==> config.mk <==
export PLATFORM = sky130hd
export DESIGN_NAME = lcd_sync_gen
export DESIGN_NICKNAME = d
export VERILOG_FILES = /design/src/rtl/lcd_sync_pkg.sv /design/src/rtl/lcd_sync_hcount.sv /design/src/rtl/lcd_sync_vcount.sv /design/src/rtl/lcd_sync_decode.sv /design/src/rtl/lcd_sync_gen.sv
export SDC_FILE = /design/constraint.sdc
export NUM_CORES = 1
export LEC_CHECK = 0
export BUFFER_PORTS_ARGS = -buffer_cell sky130_fd_sc_hd__buf_2
export CORE_MARGIN = 2
export CORE_UTILIZATION = 60
export DETAILED_ROUTE_END_ITERATION = 16
export PLACE_DENSITY = 0.82
export RECOVER_POWER = 25
export SLEW_MARGIN = 20
export SYNTH_ARGS = -nofsm -noshare
export SYNTH_HDL_FRONTEND = slang
export SYNTH_SLANG_ARGS = --single-unit
==> constraint.sdc <==
create_clock -name clk -period 4.9 [get_ports clk]
set_input_delay 0.49 -clock clk [delete_from_list [all_inputs] [get_ports clk]]
set_output_delay 0.49 -clock clk [all_outputs]
set_load 0.05 [all_outputs]
==> src/rtl/lcd_sync_pkg.sv <==
package lcd_sync_pkg;

  typedef enum logic {
    MODE_RGB16 = 1'b0,
    MODE_RGB24 = 1'b1
  } lcd_mode_e;

  // port clocks spent on one pixel
  function automatic int clks_per_pix(lcd_mode_e m);
    return (m == MODE_RGB24) ? 3 : 2;
  endfunction

  // latency of the external pixel pipeline, in port clocks
  function automatic int pipe_delay(lcd_mode_e m);
    return (m == MODE_RGB24) ? 5 : 3;
  endfunction

endpackage

==> src/rtl/lcd_sync_hcount.sv <==
module lcd_sync_hcount #(
  parameter int HP      = 672,
  parameter int H_START = 17,
  parameter int H_END   = 657,
  parameter int CPP     = 2,
  parameter int HW      = 10,
  parameter int XW      = 9
) (
  input  logic          clk,
  input  logic          rst,
  input  logic          en,
  output logic [HW-1:0] hcnt,
  output logic          line_end,
  output logic [XW-1:0] pcnt,
  output logic [1:0]    pph
);

  logic in_win;

  assign line_end = en && (hcnt == HW'(HP - 1));
  assign in_win   = (hcnt >= HW'(H_START)) && (hcnt < HW'(H_END));

  // clock position inside the line
  always_ff @(posedge clk) begin
    if (rst || !en) begin
      hcnt <= '0;
    end else if (hcnt == HW'(HP - 1)) begin
      hcnt <= '0;
    end else begin
      hcnt <= hcnt + HW'(1);
    end
  end

  // pixel index and byte phase, kept in step with hcnt through the window
  always_ff @(posedge clk) begin
    if (rst || !en) begin
      pcnt <= '0;
      pph  <= '0;
    end else if (hcnt == HW'(H_START - 1)) begin
      pcnt <= '0;
      pph  <= '0;
    end else if (in_win) begin
      if (pph == 2'(CPP - 1)) begin
        pph  <= '0;
        pcnt <= pcnt + XW'(1);
      end else begin
        pph  <= pph + 2'd1;
      end
    end
  end

endmodule

==> src/rtl/lcd_sync_vcount.sv <==
module lcd_sync_vcount #(
  parameter int V_TOT = 244,
  parameter int VW    = 8
) (
  input  logic          clk,
  input  logic          rst,
  input  logic          en,
  input  logic          line_end,
  output logic [VW-1:0] vcnt
);

  always_ff @(posedge clk) begin
    if (rst || !en) begin
      vcnt <= '0;
    end else if (line_end) begin
      if (vcnt == VW'(V_TOT - 1)) begin
        vcnt <= '0;
      end else begin
        vcnt <= vcnt + VW'(1);
      end
    end
  end

endmodule

==> src/rtl/lcd_sync_decode.sv <==
module lcd_sync_decode #(
  parameter int HP      = 672,
  parameter int HSW     = 4,
  parameter int VSW     = 4,
  parameter int H_START = 17,
  parameter int H_END   = 657,
  parameter int V_TOP   = 2,
  parameter int V_ACT   = 240,
  parameter int HW      = 10,
  parameter int VW      = 8,
  parameter int XW      = 9,
  parameter int YW      = 8
) (
  input  logic          clk,
  input  logic          rst,
  input  logic          en,
  input  logic [HW-1:0] hcnt,
  input  logic [VW-1:0] vcnt,
  input  logic [XW-1:0] pcnt,
  input  logic [1:0]    pph,
  output logic          hs_n,
  output logic          vs_n,
  output logic          de,
  output logic          sof,
  output logic [XW-1:0] pix_x,
  output logic [YW-1:0] line_y,
  output logic [1:0]    phase
);

  localparam int VS_LINES = VSW / HP;
  localparam int VS_REM   = VSW % HP;

  logic hs_c, vs_c, de_c, sof_c, line_act, h_win;

  assign hs_c     = en && (hcnt < HW'(HSW));
  assign line_act = (vcnt >= VW'(V_TOP)) && (vcnt < VW'(V_TOP + V_ACT));
  assign h_win    = (hcnt >= HW'(H_START)) && (hcnt < HW'(H_END));
  assign de_c     = en && line_act && h_win;
  assign sof_c    = en && (hcnt == '0) && (vcnt == '0);

  // frame sync: a short pulse needs only the first line, a long one spans lines
  generate
    if (VS_LINES == 0) begin : g_vs_short
      assign vs_c = en && (vcnt == '0) && (hcnt < HW'(VS_REM));
    end else begin : g_vs_long
      assign vs_c = en && ((vcnt < VW'(VS_LINES)) ||
                           ((vcnt == VW'(VS_LINES)) && (hcnt < HW'(VS_REM))));
    end
  endgenerate

  always_ff @(posedge clk) begin
    if (rst) begin
      hs_n   <= 1'b1;
      vs_n   <= 1'b1;
      de     <= 1'b0;
      sof    <= 1'b0;
      pix_x  <= '0;
      line_y <= '0;
      phase  <= '0;
    end else begin
      hs_n   <= ~hs_c;
      vs_n   <= ~vs_c;
      de     <= de_c;
      sof    <= sof_c;
      pix_x  <= de_c ? pcnt : '0;
      line_y <= de_c ? YW'(vcnt - VW'(V_TOP)) : '0;
      phase  <= de_c ? pph : '0;
    end
  end

endmodule

==> src/rtl/lcd_sync_gen.sv <==
module lcd_sync_gen
  import lcd_sync_pkg::*;
#(
  parameter lcd_mode_e MODE          = MODE_RGB16,
  parameter int        H_ACT_PIX     = 320,
  parameter int        H_TOTAL_PIX   = 336,
  parameter int        H_SYNC_PIX    = 2,
  parameter int        H_LEAD_PIX    = 7,
  parameter int        V_ACT_LINES   = 240,
  parameter int        V_BLANK_LINES = 4,
  parameter int        V_TOP_LINES   = 2,
  parameter int        VS_WIDTH_CLKS = 2 * clks_per_pix(MODE),
  localparam int       XW = (H_ACT_PIX > 1) ? $clog2(H_ACT_PIX) : 1,
  localparam int       YW = (V_ACT_LINES > 1) ? $clog2(V_ACT_LINES) : 1
) (
  input  logic          clk,
  input  logic          rst,
  input  logic          en,
  output logic          hs_n,
  output logic          vs_n,
  output logic          de,
  output logic          sof,
  output logic [XW-1:0] pix_x,
  output logic [YW-1:0] line_y,
  output logic [1:0]    phase
);

  localparam int CPP     = clks_per_pix(MODE);
  localparam int HP      = H_TOTAL_PIX * CPP;
  localparam int HSW     = H_SYNC_PIX * CPP;
  localparam int H_START = H_LEAD_PIX * CPP + pipe_delay(MODE);
  localparam int H_END   = H_START + H_ACT_PIX * CPP;
  localparam int V_TOT   = V_ACT_LINES + V_BLANK_LINES;
  localparam int HW      = $clog2(HP + 1);
  localparam int VW      = $clog2(V_TOT + 1);

  logic [HW-1:0] hcnt;
  logic [VW-1:0] vcnt;
  logic [XW-1:0] pcnt;
  logic [1:0]    pph;
  logic          line_end;

  lcd_sync_hcount #(
    .HP(HP), .H_START(H_START), .H_END(H_END), .CPP(CPP), .HW(HW), .XW(XW)
  ) u_hcount (
    .clk(clk), .rst(rst), .en(en),
    .hcnt(hcnt), .line_end(line_end), .pcnt(pcnt), .pph(pph)
  );

  lcd_sync_vcount #(
    .V_TOT(V_TOT), .VW(VW)
  ) u_vcount (
    .clk(clk), .rst(rst), .en(en), .line_end(line_end), .vcnt(vcnt)
  );

  lcd_sync_decode #(
    .HP(HP), .HSW(HSW), .VSW(VS_WIDTH_CLKS), .H_START(H_START), .H_END(H_END),
    .V_TOP(V_TOP_LINES), .V_ACT(V_ACT_LINES),
    .HW(HW), .VW(VW), .XW(XW), .YW(YW)
  ) u_decode (
    .clk(clk), .rst(rst), .en(en),
    .hcnt(hcnt), .vcnt(vcnt), .pcnt(pcnt), .pph(pph),
    .hs_n(hs_n), .vs_n(vs_n), .de(de), .sof(sof),
    .pix_x(pix_x), .line_y(line_y), .phase(phase)
  );

endmodule

==> Word level (Yosys, flattened, before mapping) <==
Cells that the tools add are included.
{ "totals": {"out_inout_bits": 23, "word_cells": 48, "register_bits": 52} }
{ "classes": {"n_bitwise": 3, "muxes": 2, "reduce_logical": 18, "n_eq_ne": 4, "magnitude_cmp": 5, "n_addsub": 5} }
{ "ops": {"columns": ["operator", "n"], "rows": [
  ["adder 10 x 1 -> 10 bit, second input constant", 1],
  ["equality test 10 bit, second input constant", 1],
  ["equality test 10 x 5 -> 1 bit, second input constant", 1],
  [">= comparator 10 x 5 -> 1 bit, second input constant", 1],
  ["logical AND 1 bit", 10],
  ["zero test 10 bit", 1],
  ["< comparator 10 bit, second input constant", 1],
  ["< comparator 10 x 3 -> 1 bit, second input constant", 1],
  ["adder 9 x 1 -> 9 bit, second input constant", 1],
  ["adder 8 x 1 -> 8 bit, second input constant", 1],
  ["equality test 8 bit, second input constant", 1],
  [">= comparator 8 x 2 -> 1 bit, second input constant", 1],
  ["zero test 8 bit", 1],
  ["< comparator 8 bit, second input constant", 1],
  ["2-to-1 mux 8 bit", 1],
  ["subtractor 8 x 2 -> 8 bit, second input constant", 1],
  ["OR reduction 2 bit", 3],
  ["inverter 1 bit", 3],
  ["adder 2 x 1 -> 2 bit, second input constant", 1],
  ["equality test 2 x 1 -> 1 bit, second input constant", 1],
  ["2-to-1 mux 2 bit", 1],
  ["AND reduction 2 bit", 1],
  ["zero test 1 bit", 1],
  ["logical OR 1 bit", 1]
]} }

==> Logic depth before layout (Yosys ltp) <==
Gate-level depths: netlist (run 1).
{ "depth": {"depth_word": 6, "depth_mapped": 9} }

==> Cells and area by module <==
Synthesis (run 1) repeated with hierarchy kept, for this count alone.
{ "unflattened": {"cells_unflattened": 260, "area_unflattened_um2": 2389.8} }
{ "by_module_without_submodules": {"columns": ["mod", "instances", "seq_area_each_um2", "area_per_inst_um2", "cells_per_inst"], "rows": [
  ["lcd_sync_hcount", 1, 420.4, 1082.3, 125],
  ["lcd_sync_decode", 1, 460.4, 909.6, 93],
  ["lcd_sync_vcount", 1, 160.2, 397.9, 42]
]} }

==> Least setup slack after synthesis (run 1) <==
OpenSTA, ideal clock, no wires.
{ "synth_timing": {"path_kind": "reg2reg", "from": "register u_hcount.hcnt[0]", "to": "register u_hcount.pcnt[6]", "t_required_ns": 4.830, "n_path_buf": 0, "path_slack_ns": 3.073, "path_stages_with_launch": 8, "arrival_time_ns": 1.757, "cell_sequence": "dfxtp_1 > inv_1 > ha_1 > nor3b_4 > o211ai_4 > a21o_4 > or4_1 > a21oi_1"} }
{ "synth_via": {"elab_chain_len": 3, "elab_cells_between_ends": 6, "classes_between": "2 x order compare; 1 x eq/ne; 3 x reduce/logical"} }
{ "synth_lines": {"columns": ["item", "line_no", "rtl"], "rows": [
  ["start: declaration", "lcd_sync_hcount.sv:12", "output logic [HW-1:0] hcnt,"],
  ["start signal: assignment", "lcd_sync_hcount.sv:30", "hcnt <= hcnt + HW'(1);"],
  [">= comparator 10 x 5 -> 1 bit / < comparator 10 bit (equally long branches)", "lcd_sync_hcount.sv:21", "assign in_win = (hcnt >= HW'(H_START)) && (hcnt < HW'(H_END));"],
  ["logical AND 1 bit", "lcd_sync_hcount.sv:21", null],
  ["AND reduction 2 bit (no source line)", null, null],
  ["end signal: assignment", "lcd_sync_hcount.sv:45", "pcnt <= pcnt + XW'(1);"],
  ["end: declaration", "lcd_sync_hcount.sv:14", "output logic [XW-1:0] pcnt,"]
]} }
Several ways; a longest one is shown, not always the timed one.
A chain may end at the register's enable or synchronous reset.

==> Worst setup path after layout (run 1) <==
{ "layout_timing": {"from": "register u_hcount.hcnt[1]", "to": "register u_decode.pix_x[6]"} }
{ "layout_via": {"elab_chain_len": 5, "elab_cells_between_ends": 6, "classes_between": "2 x order compare; 1 x bitwise; 3 x reduce/logical"} }
{ "layout_lines": {"columns": ["item", "line_no", "rtl"], "rows": [
  [">= comparator 10 x 5 -> 1 bit / < comparator 10 bit (equally long branches)", "lcd_sync_decode.sv:37", "assign h_win = (hcnt >= HW'(H_START)) && (hcnt < HW'(H_END));"],
  ["logical AND 1 bit (*)", "lcd_sync_decode.sv:37", null],
  ["logical AND 1 bit (*)", "lcd_sync_decode.sv:38", "assign de_c = en && line_act && h_win;"],
  ["inverter 1 bit (no source line) (*)", null, null],
  ["OR reduction 2 bit (no source line) (*)", null, null],
  ["end signal: assignment", "lcd_sync_decode.sv:65", "pix_x <= de_c ? pcnt : '0;"],
  ["end: declaration", "lcd_sync_decode.sv:25", "output logic [XW-1:0] pix_x,"]
]} }
Mark *: on every way between the ends. The rest lies on a longest branch, timed or not.

==> flow_summary.json, run 1 <==
{
  "holdWs_ps": 489,
  "synthCells": 236,
  "cts_setup_buffers": 0,
  "dp_hpwl_um": 2860,
  "syn_area_um2": 2240,
  "grt_antenna_before_repair": 0,
  "cts_buffer_depth": 2,
  "grt_overflow": 0,
  "finalSetupTns_ps": 0,
  "rrSetupSlack_ps": 2900,
  "syn2layout_area_growth_pct": 9.68,
  "avgViaCountPerCell": 5.34,
  "cp.required_ps": 5100,
  "async_flop_share": 0,
  "layout-drive-gt1-share": 0.115,
  "initial_core_util": 0.615,
  "n_antenna_cell": 0,
  "period_needed_ps": 2000,
  "met3_usage": 0.0625,
  "synthTopCellsByArea": "dfxtp_1 (47%), nor2_1 (5.7%), ha_1 (5.0%)",
  "drt-initial-drc-count": 109,
  "fin_crit_sh": 0.409,
  "cp.arrival_ps": 2210,
  "synth_top_area_share": 0.466,
  "holdCritPathClass": "reg2reg",
  "cts.htree.levels": 2,
  "postCtsHoldBufs": 0,
  "status": "completed",
  "grtUsageMet2": 0.354,
  "cts_inserted_buffers": 5,
  "powerDensity_nw_per_um2": 282,
  "max_slew_margin": 0.608,
  "grt.busiest_layer": "met2",
  "synth-edff-count": 0,
  "ff_latch_area_um2": 1040,
  "multi_input_area_um2": 1120,
  "fin_nets": 271,
  "wl_per_cell_um": 12.9,
  "cp-end-kind": "register",
  "synth_nets": 248,
  "ant_nets": 0,
  "rsz0062_at_grt": "no",
  "cts.reportedPaths.clkPinSlew_ps": 90,
  "yosysMostFrequentCell": "dfxtp_1",
  "hold_viol": 0,
  "finClkSkew_ps": 9.57,
  "synth_seq_cells": 52,
  "grt_pass1_wl_um": 6820,
  "io_pins": 26,
  "cts_tree": "built",
  "yosysTopAreaCell": "dfxtp_1",
  "die_w_um": 65.0,
  "vias": 1646,
  "drt-pass1-iter-count": 4,
  "drc": 0,
  "finalSetupViolations": 0,
  "synth_cell_type_count": 45,
  "critPathLaunchType": "register",
  "grt_pass1_vias": 1533,
  "clkSinkCount": 52,
  "avgSynthCellArea_um2": 9.47,
  "die_area_um2": 4230,
  "cts_resized": 0,
  "die_height_um": 65.0,
  "leakage_uw": 0.000938,
  "row_count": 22,
  "drv_cap": 0,
  "fillCellCount": 340,
  "portBuffers": 25,
  "grt_max_degree": 15,
  "fmax_ghz": 0.499,
  "synth_ff_type": "dfxtp_1",
  "clock_latency_ps": 310,
  "root_buffer": "clkbuf_8",
  "grt_use_total": 0.214,
  "core_region_area_um2": 3630,
  "final_util": 0.675,
  "tightest_slew_ps": 591,
  "grt.met1_usage": 0.260,
  "crit_type": "reg2reg",
  "final-max-slew-violation-count": 0,
  "gp_congestion": 0.868,
  "ys_seq_area_frac": 0.466,
  "cp_max_fo": 11,
  "peakVddDrop_mv": 0.232,
  "post_dp_cell_area_um2": 2380,
  "wirelength_um": 3960,
  "synth_common_cells": "dfxtp_1 (52), nor2_1 (34), nand2_1 (15), nand3_1 (14)",
  "yosys_warnings": 0,
  "final_area_um2": 2450
}
==> kinds of logic (layout without fill, tap and decap cells) <==
| family | count (synthesis) | count (layout) | synth area share |
|---|---|---|---|
| AND/OR/NAND/NOR | 107 | 107 | 0.256 |
| flip-flops | 52 | 52 | 0.466 |
| AO/OA/AOI/OAI | 27 | 27 | 0.105 |
| XOR/XNOR | 22 | 22 | 0.0862 |
| buffers and inverters | 18 | 42 | 0.0330 |
| adder cells (fa/ha/maj) | 9 | 9 | 0.0504 |
| multiplexers | 1 | 1 | 0.00448 |
==> state kept, by name, summed over array words and instances, names as in the netlist, 2 cells and up <==
name	cells
u_hcount.pcnt	9
u_decode.pix_x	9
u_vcount.vcnt	8
u_decode.line_y	8
u_decode.phase	2
u_hcount.hcnt	10
u_hcount.pph	2
==> report_power, final <==
group	total, uW	switching (uW)	internal [uW]
logic	19.7	14.4	5.28
registers	426	1.23	424
clock network	247	132	115
==> critical path: stages (launching register included) <==
cell	delay, ps
dfxtp_1	360
inv_1	70
ha_1	180
nor2b_1	150
o41ai_4	410
a21oi_2	150
o2111ai_2	210
inv_2	160
and2_1	190
==> layer usage <==
metal  up-vias  wire length, um
li1        847                -
met1       755             1820
met2        39             1890
met3         5              186
met4         0               69
met5         -                0
==> layout make-up <==
type,instances,share of cell area
Clock buffer,8,0.0367
Timing Repair Buffer,25,0.0434
Multi-Input combinational cell,166,0.457
Inverter,9,0.0138
Sequential cell,52,0.424
Tap cell,48,0.0245
==> metrics by stage <==
step	total power [uW]	instances	setup WS, ps
global placement	455	300	2930
global route	714	308	2710
floorplan	451	236	3070
CTS	696	308	2880
finish	692	308	2900
detailed placement	456	300	2900
==> cells in the final DEF (no fill, tap or decap), types with 5 or more instances in the layout <==
master	count
dfxtp_1	52
nor2_1	34
clkbuf_1	17
nand2_1	15
nand3_1	14
and2_1	11
xnor2_1	11
xor2_1	11
buf_2	10
a21oi_1	9
ha_1	9
inv_1	8
clkbuf_8	6
and3_1	5
nand4_1	5
==> path summary, 6_finish.rpt <==
kind,start,end,depth (start not counted)
setup reg to reg,u_hcount.hcnt[1]$_SDFF_PP0_,u_decode.pix_x[6]$_SDFF_PP0_,8
hold reg to reg,u_hcount.hcnt[0]$_SDFF_PP0_,u_hcount.hcnt[0]$_SDFF_PP0_,1
setup / recovery,u_hcount.hcnt[1]$_SDFF_PP0_,u_decode.pix_x[6]$_SDFF_PP0_,8
hold / removal,u_hcount.hcnt[0]$_SDFF_PP0_,u_hcount.hcnt[0]$_SDFF_PP0_,1
No activity file was read; power rests on OpenSTA's default activity.
==> inputs of run 2 (changes only) <==
--- a/config.mk
+++ b/config.mk
@@ -5,11 +5,12 @@
 export SDC_FILE = /design/constraint.sdc
 export NUM_CORES = 1
 export LEC_CHECK = 0
+export ABC_AREA = 1
 export BUFFER_PORTS_ARGS = -buffer_cell sky130_fd_sc_hd__buf_2
 export CORE_MARGIN = 2
-export CORE_UTILIZATION = 60
+export CORE_UTILIZATION = 52
 export DETAILED_ROUTE_END_ITERATION = 16
-export PLACE_DENSITY = 0.82
+export PLACE_DENSITY = 0.75
 export RECOVER_POWER = 25
 export SLEW_MARGIN = 20
 export SYNTH_ARGS = -nofsm -noshare
==> constraint.sdc (replaced) <==
create_clock -name clk -period 1.7 [get_ports clk]
set_input_delay 0.17 -clock clk [delete_from_list [all_inputs] [get_ports clk]]
set_output_delay 0.17 -clock clk [all_outputs]
set_load 0.05 [all_outputs]
==> flow_summary.json, run 2 <==
{
  "die_area_um2": 5040,
  "grt_antenna_before_repair": 0,
  "yosys_warnings": 0,
  "async_flop_share": 0,
  "yosysMostFrequentCell": "nand2_1",
  "grt_pass1_wl_um": 7140,
  "cp.required_ps": 1890,
  "fin_nets": 354,
  "clkSinkCount": 52,
  "io_pins": 26,
  "ff_latch_area_um2": 1050,
  "synth_ff_type": "dfxtp_1",
  "largestRegisters": "u_hcount.hcnt: 10 flops, u_decode.pix_x: 9 flops, u_hcount.pcnt: 9 flops",
  "wl_per_cell_um": 10.6,
  "holdWs_ps": 311,
  "status": "completed",
  "synth_nets": 324,
  "avgViaCountPerCell": 4.95,
  "core_region_area_um2": 4320,
  "die_w_um": 71.0,
  "crit_type": "reg2reg",
  "avgSynthCellArea_um2": 7.48,
  "final_common_cell": "nand2_1",
  "initial_core_util": 0.540,
  "n_antenna_cell": 0,
  "synthCells": 312,
  "period_needed_ps": 1550,
  "synthTopCellsByArea": "dfxtp_1 (45%), nand2_1 (9.5%), nor2_1 (7.4%)",
  "drv_cap": 0,
  "fin_crit_sh": 0.914,
  "postCtsHoldBufs": 0,
  "cts_setup_buffers": 0,
  "finalSetupViolations": 0,
  "dp_cells": 387,
  "drc": 0,
  "grt_use_total": 0.174,
  "synth_common_cells": "nand2_1 (59), dfxtp_1 (52), nor2_1 (46), inv_1 (35), nand3_1 (30)",
  "grt_max_degree": 21,
  "synth_cell_type_count": 30,
  "cp-end-kind": "register",
  "max_stage_delay_ps": 380,
  "cts.htree.levels": 2,
  "power_uw": 2110,
  "finClkSkew_ps": 5.52,
  "critPathLaunchType": "register",
  "yosysTopAreaCell": "dfxtp_1",
  "rsz0062_at_grt": "yes",
  "cts_inserted_buffers": 5,
  "cts.reportedPaths.clkPinSlew_ps": 90,
  "powerDensity_nw_per_um2": 800,
  "slowest_stage": "dfxtp_4",
  "grt_overflow": 0,
  "leakage_uw": 0.00112,
  "peakVddDrop_mv": 0.418,
  "cp_top_family": "simple AND/OR/NAND/NOR gates",
  "path_buf_inv": 3,
  "clock_latency_ps": 300,
  "setup_ws_ps": 146,
  "syn2layout_area_growth_pct": 12.8,
  "hold_viol": 0,
  "vias": 1957,
  "cts_tree": "built",
  "root_buffer": "clkbuf_8",
  "synth_seq_cells": 52,
  "holdCritPathClass": "in2reg",
  "multi_input_area_um2": 1100,
  "row_count": 24,
  "die_height_um": 71.0,
  "portBuffers": 25,
  "fillCellCount": 406,
  "place_ws_ps": 97.0,
  "crit_chain": "ha_1 -> nand2_1 -> inv_1 -> nand2_1 -> inv_2 -> nand3_2 -> nor2_4 -> inv_2 -> o21ai_1 -> a21oi_1",
  "cp_max_fo": 9,
  "max_slew_margin": 0.599,
  "wirelength_um": 4200,
  "grt_pass1_vias": 1652,
  "ant_nets": 0,
  "ys_seq_area_frac": 0.446,
  "cts_buffer_depth": 2,
  "syn_area_um2": 2330,
  "final-max-slew-violation-count": 0,
  "layout-drive-gt1-share": 0.120,
  "largest_register_ffs": 10,
  "final_cell_mix": "nand2_1 (59), dfxtp_1 (50), nor2_1 (46)",
  "drt-initial-drc-count": 112,
  "dp_hpwl_um": 3110,
  "synth-edff-count": 0,
  "largest_register": "u_hcount.hcnt",
  "cts_resized": 0,
  "cp.arrival_ps": 1740,
  "drt-pass1-iter-count": 4,
  "tightest_slew_ps": 605,
  "synth_top_area_share": 0.446,
  "instances_no_fill": 395,
  "fmax_ghz": 0.644,
  "gp_congestion": 0.904
}
-- run 2: where the power goes --
| group | leakage (uW) | total, uW | switching, uW | internal, uW |
|---|---|---|---|---|
| logic | 0.000644 | 59.7 | 43.8 | 15.9 |
| clock network | 0.0000552 | 819 | 382 | 437 |
| registers | 0.000421 | 1230 | 3.92 | 1220 |
-- run 2: cells by family (layout without fill, tap and decap cells) --
kind of cell | after synthesis | in the layout | share of synthesized area
AO/OA/AOI/OAI | 27 | 27 | 0.0617
buffers and inverters | 48 | 79 | 0.0836
adder cells (fa/ha/maj) | 9 | 9 | 0.0483
XOR/XNOR | 12 | 12 | 0.0450
AND/OR/NAND/NOR | 164 | 164 | 0.315
flip-flops | 52 | 52 | 0.446
-- run 2: worst min-delay path, stage by stage --
cell     delay (ps)
buf_2            90
inv_1           100
nor2_4           80
nand3_1          80
a21oi_1          50
-- run 2: final cells by class --
class                           instances  share of cell area
Clock buffer                            6              0.0276
Clock inverter                          2              0.0133
Inverter                               41              0.0585
Multi-Input combinational cell        212               0.418
Sequential cell                        52               0.398
Tap cell                               52              0.0247
Timing Repair Buffer                   30              0.0599
-- run 2: metal layers --
metal | vias up | global-route usage | share of wire
met4 | 0 | 0.0587 | 0.014
li1 | 1050 | - | -
met1 | 856 | 0.234 | 0.49
met2 | 45 | 0.270 | 0.43
met3 | 6 | 0.0484 | 0.063
met5 | - | 0 | 0
-- run 2: final timing paths --
path / from / endpoint / slack, ps / cells after the start
max: u_hcount.hcnt[0]$_SDFF_PP0_ / u_vcount.vcnt[1]$_SDFFE_PP0P_ / 150 / 10
min: en / u_vcount.vcnt[6]$_SDFFE_PP0P_ / 310 / 5
max reg2reg: u_hcount.hcnt[0]$_SDFF_PP0_ / u_vcount.vcnt[1]$_SDFFE_PP0P_ / 150 / 10
min reg2reg: u_hcount.hcnt[0]$_SDFF_PP0_ / u_hcount.hcnt[0]$_SDFF_PP0_ / 450 / 1
-- run 2: stage by stage --
stage,area [um^2],setup TNS (ps),utilization
after floorplan,2330,0,-
after global placement,2530,0,0.586
after detailed placement,2530,0,0.586
after CTS,2640,0,0.611
after global routing,2630,-2.77,0.609
final,2630,0,0.609
